**src/rtl/srcag_pkg.sv**
```systemverilog
package srcag_pkg;
  typedef enum logic [1:0] {
    SK_REG   = 2'd0,
    SK_MEM   = 2'd1,
    SK_CONST = 2'd2,
    SK_IMM   = 2'd3
  } src_kind_e;

  localparam logic [1:0] MD_REG  = 2'd0;
  localparam logic [1:0] MD_IDX  = 2'd1;
  localparam logic [1:0] MD_IND  = 2'd2;
  localparam logic [1:0] MD_INC  = 2'd3;
endpackage

```
**src/rtl/srcag_cgen.sv**
```systemverilog
module srcag_cgen #(
  parameter int DATA_W = 16,
  parameter int REG_AW = 4,
  parameter int SR_IDX = 2,
  parameter int CG_IDX = 3
) (
  input  logic [REG_AW-1:0] src_idx,
  input  logic [1:0]        src_mode,
  input  logic              byte_op,
  output logic              cg_hit,
  output logic [DATA_W-1:0] cg_value
);
  import srcag_pkg::*;

  localparam logic [DATA_W-1:0] BYTE_MASK = {{(DATA_W-8){1'b0}}, 8'hFF};

  logic              on_cg;
  logic              on_sr;
  logic [DATA_W-1:0] raw;

  assign on_cg  = (src_idx == REG_AW'(CG_IDX));
  assign on_sr  = (src_idx == REG_AW'(SR_IDX));
  assign cg_hit = on_cg || (on_sr && src_mode[1]);

  always_comb begin
    raw = '0;
    if (on_cg) begin
      case (src_mode)
        MD_REG:  raw = '0;
        MD_IDX:  raw = DATA_W'(1);
        MD_IND:  raw = DATA_W'(2);
        default: raw = '1;
      endcase
    end else if (on_sr) begin
      raw = (src_mode == MD_INC) ? DATA_W'(8) : DATA_W'(4);
    end
  end

  assign cg_value = byte_op ? (raw & BYTE_MASK) : raw;
endmodule

```
**src/rtl/srcag_ea.sv**
```systemverilog
module srcag_ea #(
  parameter int DATA_W = 16,
  parameter int REG_AW = 4,
  parameter int PC_IDX = 0,
  parameter int SR_IDX = 2
) (
  input  logic [REG_AW-1:0] src_idx,
  input  logic [1:0]        src_mode,
  input  logic [DATA_W-1:0] reg_val,
  input  logic [DATA_W-1:0] ext_word,
  output logic [1:0]        ea_kind,
  output logic [DATA_W-1:0] ea_data,
  output logic              ea_mem,
  output logic              ea_ext
);
  import srcag_pkg::*;

  logic              on_pc;
  logic              on_sr;
  logic [DATA_W-1:0] base;

  assign on_pc = (src_idx == REG_AW'(PC_IDX));
  assign on_sr = (src_idx == REG_AW'(SR_IDX));
  assign base  = on_sr ? '0 : reg_val;

  always_comb begin
    ea_kind = SK_REG;
    ea_data = reg_val;
    ea_mem  = 1'b0;
    ea_ext  = 1'b0;
    case (src_mode)
      MD_REG: begin
        ea_kind = SK_REG;
        ea_data = reg_val;
      end
      MD_IDX: begin
        ea_kind = SK_MEM;
        ea_data = base + ext_word;
        ea_mem  = 1'b1;
        ea_ext  = 1'b1;
      end
      MD_IND: begin
        ea_kind = SK_MEM;
        ea_data = reg_val;
        ea_mem  = 1'b1;
      end
      default: begin
        if (on_pc) begin
          ea_kind = SK_IMM;
          ea_data = ext_word;
          ea_ext  = 1'b1;
        end else begin
          ea_kind = SK_MEM;
          ea_data = reg_val;
          ea_mem  = 1'b1;
        end
      end
    endcase
  end
endmodule

```
**src/rtl/srcag_incr.sv**
```systemverilog
module srcag_incr #(
  parameter int DATA_W     = 16,
  parameter int WORD_BYTES = 2
) (
  input  logic [DATA_W-1:0] reg_val,
  input  logic              byte_op,
  output logic [DATA_W-1:0] next_val
);
  localparam logic [DATA_W-1:0] STEP_B = DATA_W'(1);
  localparam logic [DATA_W-1:0] STEP_W = DATA_W'(WORD_BYTES);

  assign next_val = reg_val + (byte_op ? STEP_B : STEP_W);
endmodule

```
**src/rtl/srcag_top.sv**
```systemverilog
module srcag_top #(
  parameter int DATA_W     = 16,
  parameter int REG_AW     = 4,
  parameter int PC_IDX     = 0,
  parameter int SR_IDX     = 2,
  parameter int CG_IDX     = 3,
  parameter int WORD_BYTES = 2
) (
  input  logic              clk,
  input  logic              rst,
  input  logic              in_valid,
  input  logic [REG_AW-1:0] src_idx,
  input  logic [1:0]        src_mode,
  input  logic              byte_op,
  input  logic [DATA_W-1:0] reg_val,
  input  logic [DATA_W-1:0] ext_word,
  output logic              out_valid,
  output logic [1:0]        out_kind,
  output logic [DATA_W-1:0] out_data,
  output logic              mem_req,
  output logic              ext_fetch,
  output logic              upd_en,
  output logic [DATA_W-1:0] upd_val
);
  import srcag_pkg::*;

  logic              cg_hit;
  logic [DATA_W-1:0] cg_value;
  logic [1:0]        ea_kind;
  logic [DATA_W-1:0] ea_data;
  logic              ea_mem;
  logic              ea_ext;
  logic [DATA_W-1:0] inc_val;

  logic [1:0]        nx_kind;
  logic [DATA_W-1:0] nx_data;
  logic              nx_mem;
  logic              nx_ext;
  logic              nx_upd;

  srcag_cgen #(
    .DATA_W(DATA_W), .REG_AW(REG_AW), .SR_IDX(SR_IDX), .CG_IDX(CG_IDX)
  ) u_cgen (
    .src_idx (src_idx),
    .src_mode(src_mode),
    .byte_op (byte_op),
    .cg_hit  (cg_hit),
    .cg_value(cg_value)
  );

  srcag_ea #(
    .DATA_W(DATA_W), .REG_AW(REG_AW), .PC_IDX(PC_IDX), .SR_IDX(SR_IDX)
  ) u_ea (
    .src_idx (src_idx),
    .src_mode(src_mode),
    .reg_val (reg_val),
    .ext_word(ext_word),
    .ea_kind (ea_kind),
    .ea_data (ea_data),
    .ea_mem  (ea_mem),
    .ea_ext  (ea_ext)
  );

  srcag_incr #(
    .DATA_W(DATA_W), .WORD_BYTES(WORD_BYTES)
  ) u_incr (
    .reg_val (reg_val),
    .byte_op (byte_op),
    .next_val(inc_val)
  );

  always_comb begin
    if (cg_hit) begin
      nx_kind = SK_CONST;
      nx_data = cg_value;
      nx_mem  = 1'b0;
      nx_ext  = 1'b0;
      nx_upd  = 1'b0;
    end else begin
      nx_kind = ea_kind;
      nx_data = ea_data;
      nx_mem  = ea_mem;
      nx_ext  = ea_ext;
      nx_upd  = (src_mode == MD_INC) && (src_idx != REG_AW'(PC_IDX));
    end
  end

  always_ff @(posedge clk) begin
    if (rst) begin
      out_valid <= 1'b0;
      out_kind  <= '0;
      out_data  <= '0;
      mem_req   <= 1'b0;
      ext_fetch <= 1'b0;
      upd_en    <= 1'b0;
      upd_val   <= '0;
    end else begin
      out_valid <= in_valid;
      mem_req   <= in_valid && nx_mem;
      ext_fetch <= in_valid && nx_ext;
      upd_en    <= in_valid && nx_upd;
      if (in_valid) begin
        out_kind <= nx_kind;
        out_data <= nx_data;
        upd_val  <= inc_val;
      end
    end
  end
endmodule

```
**config.mk**
```make
export PLATFORM = sky130hd
export DESIGN_NAME = srcag_top
export DESIGN_NICKNAME = d
export VERILOG_FILES = /design/src/rtl/srcag_pkg.sv /design/src/rtl/srcag_cgen.sv /design/src/rtl/srcag_ea.sv /design/src/rtl/srcag_incr.sv /design/src/rtl/srcag_top.sv
export SDC_FILE = /design/constraint.sdc
export NUM_CORES = 1
export LEC_CHECK = 0
export CAP_MARGIN = 20
export CORE_MARGIN = 1.5
export CORE_UTILIZATION = 64
export DETAILED_ROUTE_END_ITERATION = 8
export DONT_BUFFER_PORTS = 1
export PLACE_DENSITY = 0.81
export SLEW_MARGIN = 0
export SYNTH_ARGS = -nofsm -noshare
export SYNTH_HDL_FRONTEND = slang
export SYNTH_SLANG_ARGS = --single-unit
```
**constraint.sdc**
```tcl
create_clock -name clk -period 3.7 [get_ports clk]
set_input_delay 0.37 -clock clk [delete_from_list [all_inputs] [get_ports clk]]
set_output_delay 0.37 -clock clk [all_outputs]
set_load 0.05 [all_outputs]
```
==> out/qor.txt, run 1 <==
status: finished clean
Routed Antenna Nets: 0
final worst path period share: 70.6%
CTS root buf: clkbuf_8
Setup crit end kind: flop
main flop type after synthesis: dfxtp_1
clock-pin transition on the worst setup and hold timing paths: 0.08 ns
wire per inst: 19.6 µm
post-CTS resize count: 0
max_slew headroom: 48.2%
TritonRoute pass-1 iters: 5
Ports: 80
Initial DRC Count: 213
max-slew violation count: 0
Mapped Area: 0.00287 mm²
GP Congestion: 1.07
grt total ovfl: 0
final net count: 410
Syn Nets: 419
vias in the first global route: 2687
num rows: 24
Die Footprint: 0.00489 mm²
DR DRC count: 0
die width: 69.9 µm
Data required, critical path: 3.89 ns
Worst-Margin Slew: 0.774 ns
Starting Density: 66.3%
Synth Instances: 354
Crit Path Max Fanout: 16
number of flops mapped to enable cells by yosys: 0
dpl hpwl: 5790 µm
Post-Route WL: 7820 µm
PwrDens: 418 mW/mm²
startpoint types: primary input
Hold Path Class: primary input to flop
total track usage: 32.6%
Setup TNS Final: 0 ns
Final Hold Fails: 0
#FFs+latches synth: 38
Power, Total: 1.26 mW
Min Clock Period, post-route: 2.61 ns
pre-CTS setup slack: 0.812 ns
via/cell ratio: 6.91
register area share after synthesis: 26.5%
endpoints failing setup: 0
first-pass GRT wire length: 12900 µm
initial antenna violation count: 0
Syn Area/Cell: 8.10 µm²
layout cells sized above 1: 4.91%
setup ws final: 1.09 ns
Lkg Pwr: 1.22 nW
clk sinks: 38
Area Growth Syn to Fin: 5.32%
CTS Buf Count: 5
async set-reset flop share out of synthesis: 0%
final core utilization: 69.8%
max-capacitance violation count: 0
CP Class: primary input to flop
CP arrival: 2.80 ns
CORE AREA: 0.00432 mm²
Synth Warn #: 0
DR vias: 2750
H-tree levels: 2
cts hold-fix bufs: 0
TritonCTS clock tree: yes
n_diodes: 0
f_max: 383 MHz
largest net degree at the start of global routing: 57
Worst Skew: 0 ns
Setup Fix Bufs, Post-CTS: 0
synth unique cells: 60
worst skew pair latency: 0.29 ns
setup repair after global routing missed its margin: no
CTS max path bufs: 2
Die Y: 69.9 µm
VDD IR-drop max: 0.260 mV
IO buf count: 0
==> flip-flops by register name, indices dropped and copies added (netlist names) <==
| register | cells |
|---|---|
| out_data | 16 |
| upd_val | 16 |
| out_kind | 2 |
| ext_fetch | 1 |
| mem_req | 1 |
| out_valid | 1 |
| upd_en | 1 |
==> routing by layer <==
metal | global-route usage (%) | up-vias | wire (µm)
met5 | 0 | - | 0
li1 | - | 1304 | -
met1 | 42.0 | 1263 | 3130
met2 | 52.3 | 166 | 3570
met3 | 10.2 | 17 | 968
met4 | 9.62 | 0 | 148
==> power by group <==
part	switching (mW)	internal, mW	leakage (nW)
Sequential	0.127	0.439	0.315
Clock	0.157	0.288	0.0714
Combinational	0.137	0.114	0.837
Total	0.420	0.841	1.22
==> cell usage in the layout (no fill, tap or decap), drive strengths merged, types with 7 or more instances in the layout <==
| cell type | instances |
|---|---|
| a211oi | 19 |
| a21oi | 17 |
| a221oi | 7 |
| dfxtp | 38 |
| ha | 21 |
| inv | 7 |
| nand2 | 22 |
| nand3 | 10 |
| nor2 | 41 |
| nor2b | 19 |
| nor3 | 10 |
| o21ai | 19 |
| xnor2 | 10 |
| xor2 | 12 |
==> worst max-delay path: stages <==
cell and delay [ns]:
nor4b_2 0.26, buf_4 0.25, nor2b_1 0.07, ha_1 0.21
inv_1 0.07, fa_1 0.20, nor2b_1 0.08, o311ai_1 0.40
a21oi_1 0.15, or4_1 0.51, a31oi_1 0.17, nor3_1 0.06
==> Yosys cell counts, drive strengths merged (2+ instances only) <==
| library cell | instances | area, µm² |
|---|---|---|
| a31oi | 4 | 25.0 |
| a222oi | 2 | 20.0 |
| nor2b | 19 | 119 |
| xnor2 | 10 | 87.6 |
| and3 | 5 | 31.3 |
| a21o | 6 | 45.0 |
| nand4 | 3 | 18.8 |
| nand3 | 10 | 50.1 |
| a211oi | 19 | 148 |
| a221o | 3 | 30.0 |
| xor2 | 12 | 105 |
| ha | 21 | 263 |
| a22o | 2 | 17.5 |
| inv | 7 | 26.3 |
| o31a | 2 | 17.5 |
| o211ai | 6 | 45.0 |
| buf | 3 | 13.8 |
| or3 | 3 | 18.8 |
| nor2 | 41 | 154 |
| mux2i | 5 | 50.1 |
| a21oi | 17 | 85.1 |
| and2 | 5 | 31.3 |
| dfxtp | 38 | 761 |
| nand2 | 22 | 82.6 |
| o21ai | 19 | 98.8 |
| o21a | 4 | 30.0 |
| nor3 | 10 | 61.3 |
| o211a | 3 | 30.0 |
| a22oi | 2 | 15.0 |
| nand2b | 6 | 37.5 |
| nor4b | 2 | 23.8 |
| a221oi | 7 | 67.6 |
| clkbuf | 15 | 56.3 |
| fa | 2 | 40.0 |
==> area by class of cell <==
cell class,count,area [µm²]
Sequential cell,38,761
Clock buffer,6,82.6
Clock inverter,2,60.1
Timing Repair Buffer,2,15.0
Inverter,7,26.3
Multi-Input combinational cell,291,2010
Tap cell,52,65.1
Fill cell,357,1300
==> kinds of logic (layout without fill, tap and decap cells) <==
logic type | count (synthesis) | count (layout) | share of synthesized area [%]
AND/OR/NAND/NOR | 133 | 133 | 24.0
adder cells (fa/ha/maj) | 23 | 23 | 10.6
XOR/XNOR | 22 | 22 | 6.72
AO/OA/AOI/OAI | 108 | 108 | 27.1
flip-flops | 38 | 38 | 26.5
multiplexers | 5 | 5 | 1.75
buffers and inverters | 25 | 17 | 3.36
==> final timing paths <==
check | from | slack, ns | cells past startpoint | to
setup / recovery | src_idx[0] | 1.09 | 12 | out_data[14]
hold / removal | rst | 0.14 | 1 | out_data[12]
setup reg to reg | out_data[15] | 2.27 | 5 | out_data[15]
hold reg to reg | out_data[3] | 0.71 | 2 | out_data[3]
==> stage by stage <==
step                      hold slack [ns]  cells  instance area [µm²]
after floorplan                     0.453    354                 2870
after global placement              0.444    390                 2880
after detailed placement            0.445    390                 2880
after CTS                           0.136    398                 3020
after global routing                0.138    398                 3020
final                               0.143    398                 3020
Note: power is estimated with default switching activity, not from simulation.
==> inputs of run 2 (changes only) <==
==> constraint.sdc (replaced) <==
create_clock -name clk -period 2.6 [get_ports clk]
set_input_delay 0.26 -clock clk [delete_from_list [all_inputs] [get_ports clk]]
set_output_delay 0.26 -clock clk [all_outputs]
set_load 0.05 [all_outputs]
==> run 2 against run 1 <==
Clock-buffer cell count is 1 lower. Hold slack worse by 0.11 ns. Non-clock buffer count increased by 11. Highest routed layer unchanged. Clock power decreased by 9.9%. Die area is the same. Critical path depth decreased by 1. Sequential share of layout area decreased by 0.29 points. Global-route usage fell by 0.62 points. Cell area increased by 1.2%. Wire length is 0.31% higher. Register-to-register slack lost 1.1 ns.
==> out/qor.txt, run 2 (synthesis gave the netlist of run 1 again) <==
GP Congestion: 0.955 (-11%)
Lkg Pwr: 1.25 nW (+2.5%)
largest net degree at the start of global routing: 57 (unchanged)
worst skew pair latency: 0.30 ns (about the same)
die width: 69.9 µm (unchanged)
Data required, critical path: 2.80 ns (-1.09 ns)
layout cells sized above 1: 7.87% (+3.0 points)
Worst Skew: 0 ns (unchanged)
Routed Antenna Nets: 0 (unchanged)
Die Y: 69.9 µm (unchanged)
TritonRoute pass-1 iters: 5 (unchanged)
slowest stage delay, CP: 0.39 ns (-0.12 ns)
initial antenna violation count: 0 (unchanged)
cts hold-fix bufs: 0 (unchanged)
dpl hpwl: 5900 µm (+2.0%)
Final Hold Fails: 0 (unchanged)
IO buf count: 0 (unchanged)
setup ws final: 0.385 ns (-0.703 ns)
n_diodes: 0 (unchanged)
status: finished clean
slowest CP cell: o21ai_0
post-CTS resize count: 0 (unchanged)
Worst-Margin Slew: 0.818 ns (+0.0444 ns)
Area Growth Syn to Fin: 6.54%
first-pass GRT wire length: 12500 µm (-3.7%)
Starting Density: 66.3% (unchanged)
CTS max path bufs: 2 (unchanged)
pre-CTS setup slack: 0.0847 ns (-0.728 ns)
Ports: 80 (unchanged)
num rows: 24 (unchanged)
max_slew headroom: 45.2% (-3.0 points)
Initial DRC Count: 253 (+19%)
most common cell after layout, fill and taps aside: nor2_1
Post-Route WL: 7840 µm (+0.31%)
commonest cells after routing, fill and taps aside: 41 x nor2_1, 38 x dfxtp_1, 22 x nand2_1
CP arrival: 2.41 ns (-0.39 ns)
Die Footprint: 0.00489 mm² (unchanged)
clock-pin transition on the worst setup and hold timing paths: 0.08 ns (about the same)
Placed Instances: 401 (+2.8%)
Largest regs: out_data: 16 flops, upd_val: 16 flops, out_kind: 2 flops
CP Class: primary input to flop
DR DRC count: 0 (unchanged)
Setup TNS Final: 0 ns (unchanged)
Crit Path Max Fanout: 10 (-6)
max-slew violation count: 0 (unchanged)
Setup Fix Bufs, Post-CTS: 0 (unchanged)
max-capacitance violation count: 0 (unchanged)
clk sinks: 38 (unchanged)
CP top delay family: compound AO/OA/AOI/OAI gates
cell breakdown of the critical path: nor4b_4, buf_4, nand2b_1, inv_1, ha_1, a211oi_1, o21ai_0, o2111ai_1, a31oi_1, a2bb2oi_1, nand2_1
final core utilization: 70.7% (+0.81 points)
final worst path period share: 85.2%
f_max: 452 MHz
setup repair after global routing missed its margin: no
vias in the first global route: 2586 (-3.8%)
wire per inst: 19.2 µm (-2.2%)
total track usage: 31.9% (-0.62 points)
grt total ovfl: 0 (unchanged)
PwrDens: 517 mW/mm² (+24%)
final net count: 421 (+2.7%)
Min Clock Period, post-route: 2.21 ns
CTS root buf: clkbuf_8
Buf+Inv Stages, Crit Path: 2 (unchanged)
Finished Layout Cells: 408 (+2.5%)
TritonCTS clock tree: yes
via/cell ratio: 6.64 (-3.9%)
VDD IR-drop max: 0.312 mV (+20%)
CORE AREA: 0.00432 mm² (unchanged)
DR vias: 2708 (-1.5%)
# fillers: 375 (+5.0%)
endpoints failing setup: 0 (unchanged)
CTS Buf Count: 5 (unchanged)
Setup crit end kind: flop
H-tree levels: 2 (unchanged)
Hold Path Class: primary input to flop
startpoint types: primary input
==> run 2: final cells by class <==
class	instances	area (µm²)	share of cell area [%]
inverter	7	26.3	0.860
timing repair buffer	13	97.6	3.19
clock buffer	5	68.8	2.25
sequential	38	761	24.9
tap	52	65.1	2.13
clock inverter	2	10.0	0.328
multi-input combinational	291	2030	66.3
==> run 2: report_power, final <==
part / switching (mW) / internal, mW
combinational: 0.196 / 0.177
clock: 0.221 / 0.180
sequential: 0.180 / 0.625
==> run 2: worst paths after layout <==
kind,start,to,slack [ns],cells past startpoint
setup / recovery,src_idx[2],out_data[15],0.39,11
setup reg to reg,out_data[13],out_data[13],1.15,5
hold / removal,rst,out_data[12],0.03,1
hold reg to reg,out_data[3],out_data[3],0.71,2
==> run 2: per-layer routing <==
metal / up-vias / track usage [%] / routed length (µm)
met2: 136 / 49.5 / 3510
li1: 1308 / - / -
met4: 0 / 12.2 / 166
met1: 1247 / 41.5 / 3270
met3: 17 / 10.1 / 891
met5: - / 0 / 0
==> run 2: stage by stage <==
| stage | power (mW) | area (µm²) | hold slack, ns |
|---|---|---|---|
| 6_report | 1.58 | 3060 | 0.0283 |
| 5_1_grt | 1.65 | 3060 | 0.0151 |
| 4_1_cts | 1.58 | 3060 | 0.0232 |
| 3_5_place_dp | 1.19 | 2980 | 0.337 |
| 3_3_place_gp | 1.18 | 2980 | 0.335 |
| 2_1_floorplan | 1.12 | 2890 | 0.343 |
==> inputs of run 3 (changes only) <==
--- a/config.mk
+++ b/config.mk
@@ -5,11 +5,13 @@
 export SDC_FILE = /design/constraint.sdc
 export NUM_CORES = 1
 export LEC_CHECK = 0
+export BUFFER_PORTS_ARGS = -buffer_cell sky130_fd_sc_hd__clkbuf_2
 export CAP_MARGIN = 20
+export CELL_PAD_IN_SITES_DETAIL_PLACEMENT = 0
+export CELL_PAD_IN_SITES_GLOBAL_PLACEMENT = 1
 export CORE_MARGIN = 1.5
-export CORE_UTILIZATION = 64
+export CORE_UTILIZATION = 38
 export DETAILED_ROUTE_END_ITERATION = 8
-export DONT_BUFFER_PORTS = 1
 export PLACE_DENSITY = 0.81
 export SLEW_MARGIN = 0
 export SYNTH_ARGS = -nofsm -noshare
==> run 3 against run 2 <==
Sequential power down 20%. Clock power is 59% higher. Fmax shrank 12%. Sequential share of layout area decreased by 5.2 points. Total power up 27%. Cell count increased by 38%. Clock skew stayed put. Worst setup slack worse by 0.31 ns. Critical endpoint is now out_data[14]. Largest cell class unchanged. Highest routed layer unchanged.
==> out/qor.txt, run 3 (synthesis gave the netlist of run 1 again) <==
layout cells sized above 1: 31.3% (+23 points)
DR vias: 3092 (+14%)
vias in the first global route: 2893 (+12%)
num rows: 31 (+29%)
Final Hold Fails: 0 (unchanged)
Worst Skew: 0 ns (unchanged)
Die Y: 89.9 µm (+28%)
final net count: 530 (+26%)
Area Growth Syn to Fin: 34.6%
max_slew headroom: 55.4% (+10 points)
CORE AREA: 0.00729 mm² (+69%)
status: finished clean
sw frac: 34.8% (-3.0 points)
TritonRoute pass-1 iters: 5 (unchanged)
max-slew violation count: 0 (unchanged)
CTS max path bufs: 2 (unchanged)
CTS root buf: clkbuf_8
CP arrival: 2.69 ns (+0.28 ns)
startpoint types: primary input
CTS Buf Count: 5 (unchanged)
most common cell after layout, fill and taps aside: clkbuf_2
largest net degree at the start of global routing: 33 (-42%)
Crit Path Max Fanout: 5 (-5)
max-capacitance violation count: 0 (unchanged)
CP Class: primary input to flop
Initial DRC Count: 227 (-10%)
Min Clock Period, post-route: 2.52 ns (+0.310 ns)
Starting Density: 39.3% (-27 points)
Routed Antenna Nets: 0 (unchanged)
Post-Route WL: 8910 µm (+14%)
setup ws final: 0.0755 ns (-0.310 ns)
via/cell ratio: 5.47 (-18%)
Data required, critical path: 2.76 ns (-0.04 ns)
TritonCTS clock tree: yes
cts hold-fix bufs: 0 (unchanged)
Die Footprint: 0.00808 mm² (+65%)
clock power share: 31.8% (+6.4 points)
clock-pin transition on the worst setup and hold timing paths: 0.08 ns (about the same)
switching pwr: 0.700 mW (+17%)
combinational power share: 36.0% (+12 points)
PwrDens: 521 mW/mm² (+0.70%)
sequential share of power: 32.3% (-19 points)
Largest regs: out_data: 16 flops, upd_val: 16 flops, out_kind: 2 flops
endpoints failing setup: 0 (unchanged)
dpl hpwl: 6980 µm (+18%)
wire per inst: 15.8 µm (-18%)
f_max: 396 MHz (-12%)
internal power: 1.31 mW (+33%)
DR DRC count: 0 (unchanged)
commonest cells after routing, fill and taps aside: 78 x clkbuf_2, 42 x buf_4, 41 x nor2_1
VDD IR-drop max: 0.217 mV (-30%)
worst skew pair latency: 0.29 ns (about the same)
grt total ovfl: 0 (unchanged)
clk sinks: 38 (unchanged)
Hold Path Class: primary input to flop
total track usage: 21.5% (-10 points)
final worst path period share: 97.1% (+12 points)
Worst-Margin Slew: 0.669 ns (-0.149 ns)
pre-CTS setup slack: -0.157 ns (-0.242 ns)
IO buf count: 79 (+79)
Ports: 80 (unchanged)
n_diodes: 0 (unchanged)
die width: 89.9 µm (+28%)
Setup crit end kind: flop
WHS: 0.346 ns (+0.317 ns)
H-tree levels: 2 (unchanged)
GP Congestion: 0.892 (-6.6%)
first-pass GRT wire length: 14100 µm (+13%)
initial antenna violation count: 0 (unchanged)
Lkg Pwr: 1.78 nW (+42%)
==> run 3: cell types whose count changed in the layout (fill, tap and decap cells not counted), sizes merged <==
cell and delta:
clkbuf +79, buf +31, bufinv +2, clkinv -2
==> run 3: area by class of cell <==
type,count,area (µm²)
clock buffer,6,82.6
clock inverter,2,60.1
fill,737,3430
inverter,7,26.3
multi-input combinational,291,2080
sequential,38,761
tap,99,124
timing repair buffer,122,728
==> run 3: per-stage QoR <==
stage | cell area (µm²) | power (mW) | util, % | TNS, ns | instances
after CTS | 3750 | 1.99 | 51.5 | 0 | 559
after detailed placement | 3610 | 1.35 | 49.5 | -0.525 | 551
after global placement | 3610 | 1.34 | 49.5 | -0.331 | 551
after floorplan | 2890 | 1.12 | - | 0 | 354
final | 3860 | 2.01 | 52.9 | 0 | 565
after global routing | 3860 | 2.11 | 52.9 | -0.0303 | 565
==> run 3: worst paths after layout <==
path,from,end,slack [ns],depth (start not counted)
worst max register to register,out_data[13],out_data[13],1.54,5
worst max-delay path,src_idx[3],out_data[14],0.08,14
worst min-delay path,ext_word[6],out_data[6],0.35,3
worst min register to register,out_data[3],out_data[3],0.47,2
==> run 3: power groups by stage <==
| stage | combinational, mW | sequential [mW] | clock, mW |
|---|---|---|---|
| final | 0.723 | 0.648 | 0.639 |
| after global routing | 0.780 | 0.654 | 0.675 |
| after CTS | 0.692 | 0.649 | 0.649 |
| after detailed placement | 0.688 | 0.662 | 0 |
| after global placement | 0.684 | 0.660 | 0 |
| after floorplan | 0.306 | 0.810 | 0 |
==> run 3: critical path: stages <==
cell and delay [ns]:
clkbuf_2 0.11, nor4b_4 0.33, buf_6 0.18, nor2b_4 0.04, ha_2 0.18, inv_2 0.06
fa_2 0.23, nor2b_4 0.05, o311ai_2 0.26, buf_4 0.18, a21oi_4 0.06, or4_4 0.51
a31oi_1 0.17, nor3_1 0.06
==> run 3: repair_timing <==
action                                  CTS  global route
hold endpoints to repair                  0             0
setup buffers                             0             5
endpoints found under the setup margin    0             2
resized for setup                         0            18
==> run 3: metal layers <==
metal,up-vias,GRT usage [%],share of wire [%]
li1,1532,-,-
met1,1452,30.4,49
met2,100,34.4,45
met3,8,3.81,5.6
met4,0,4.50,0.83
met5,-,0,0
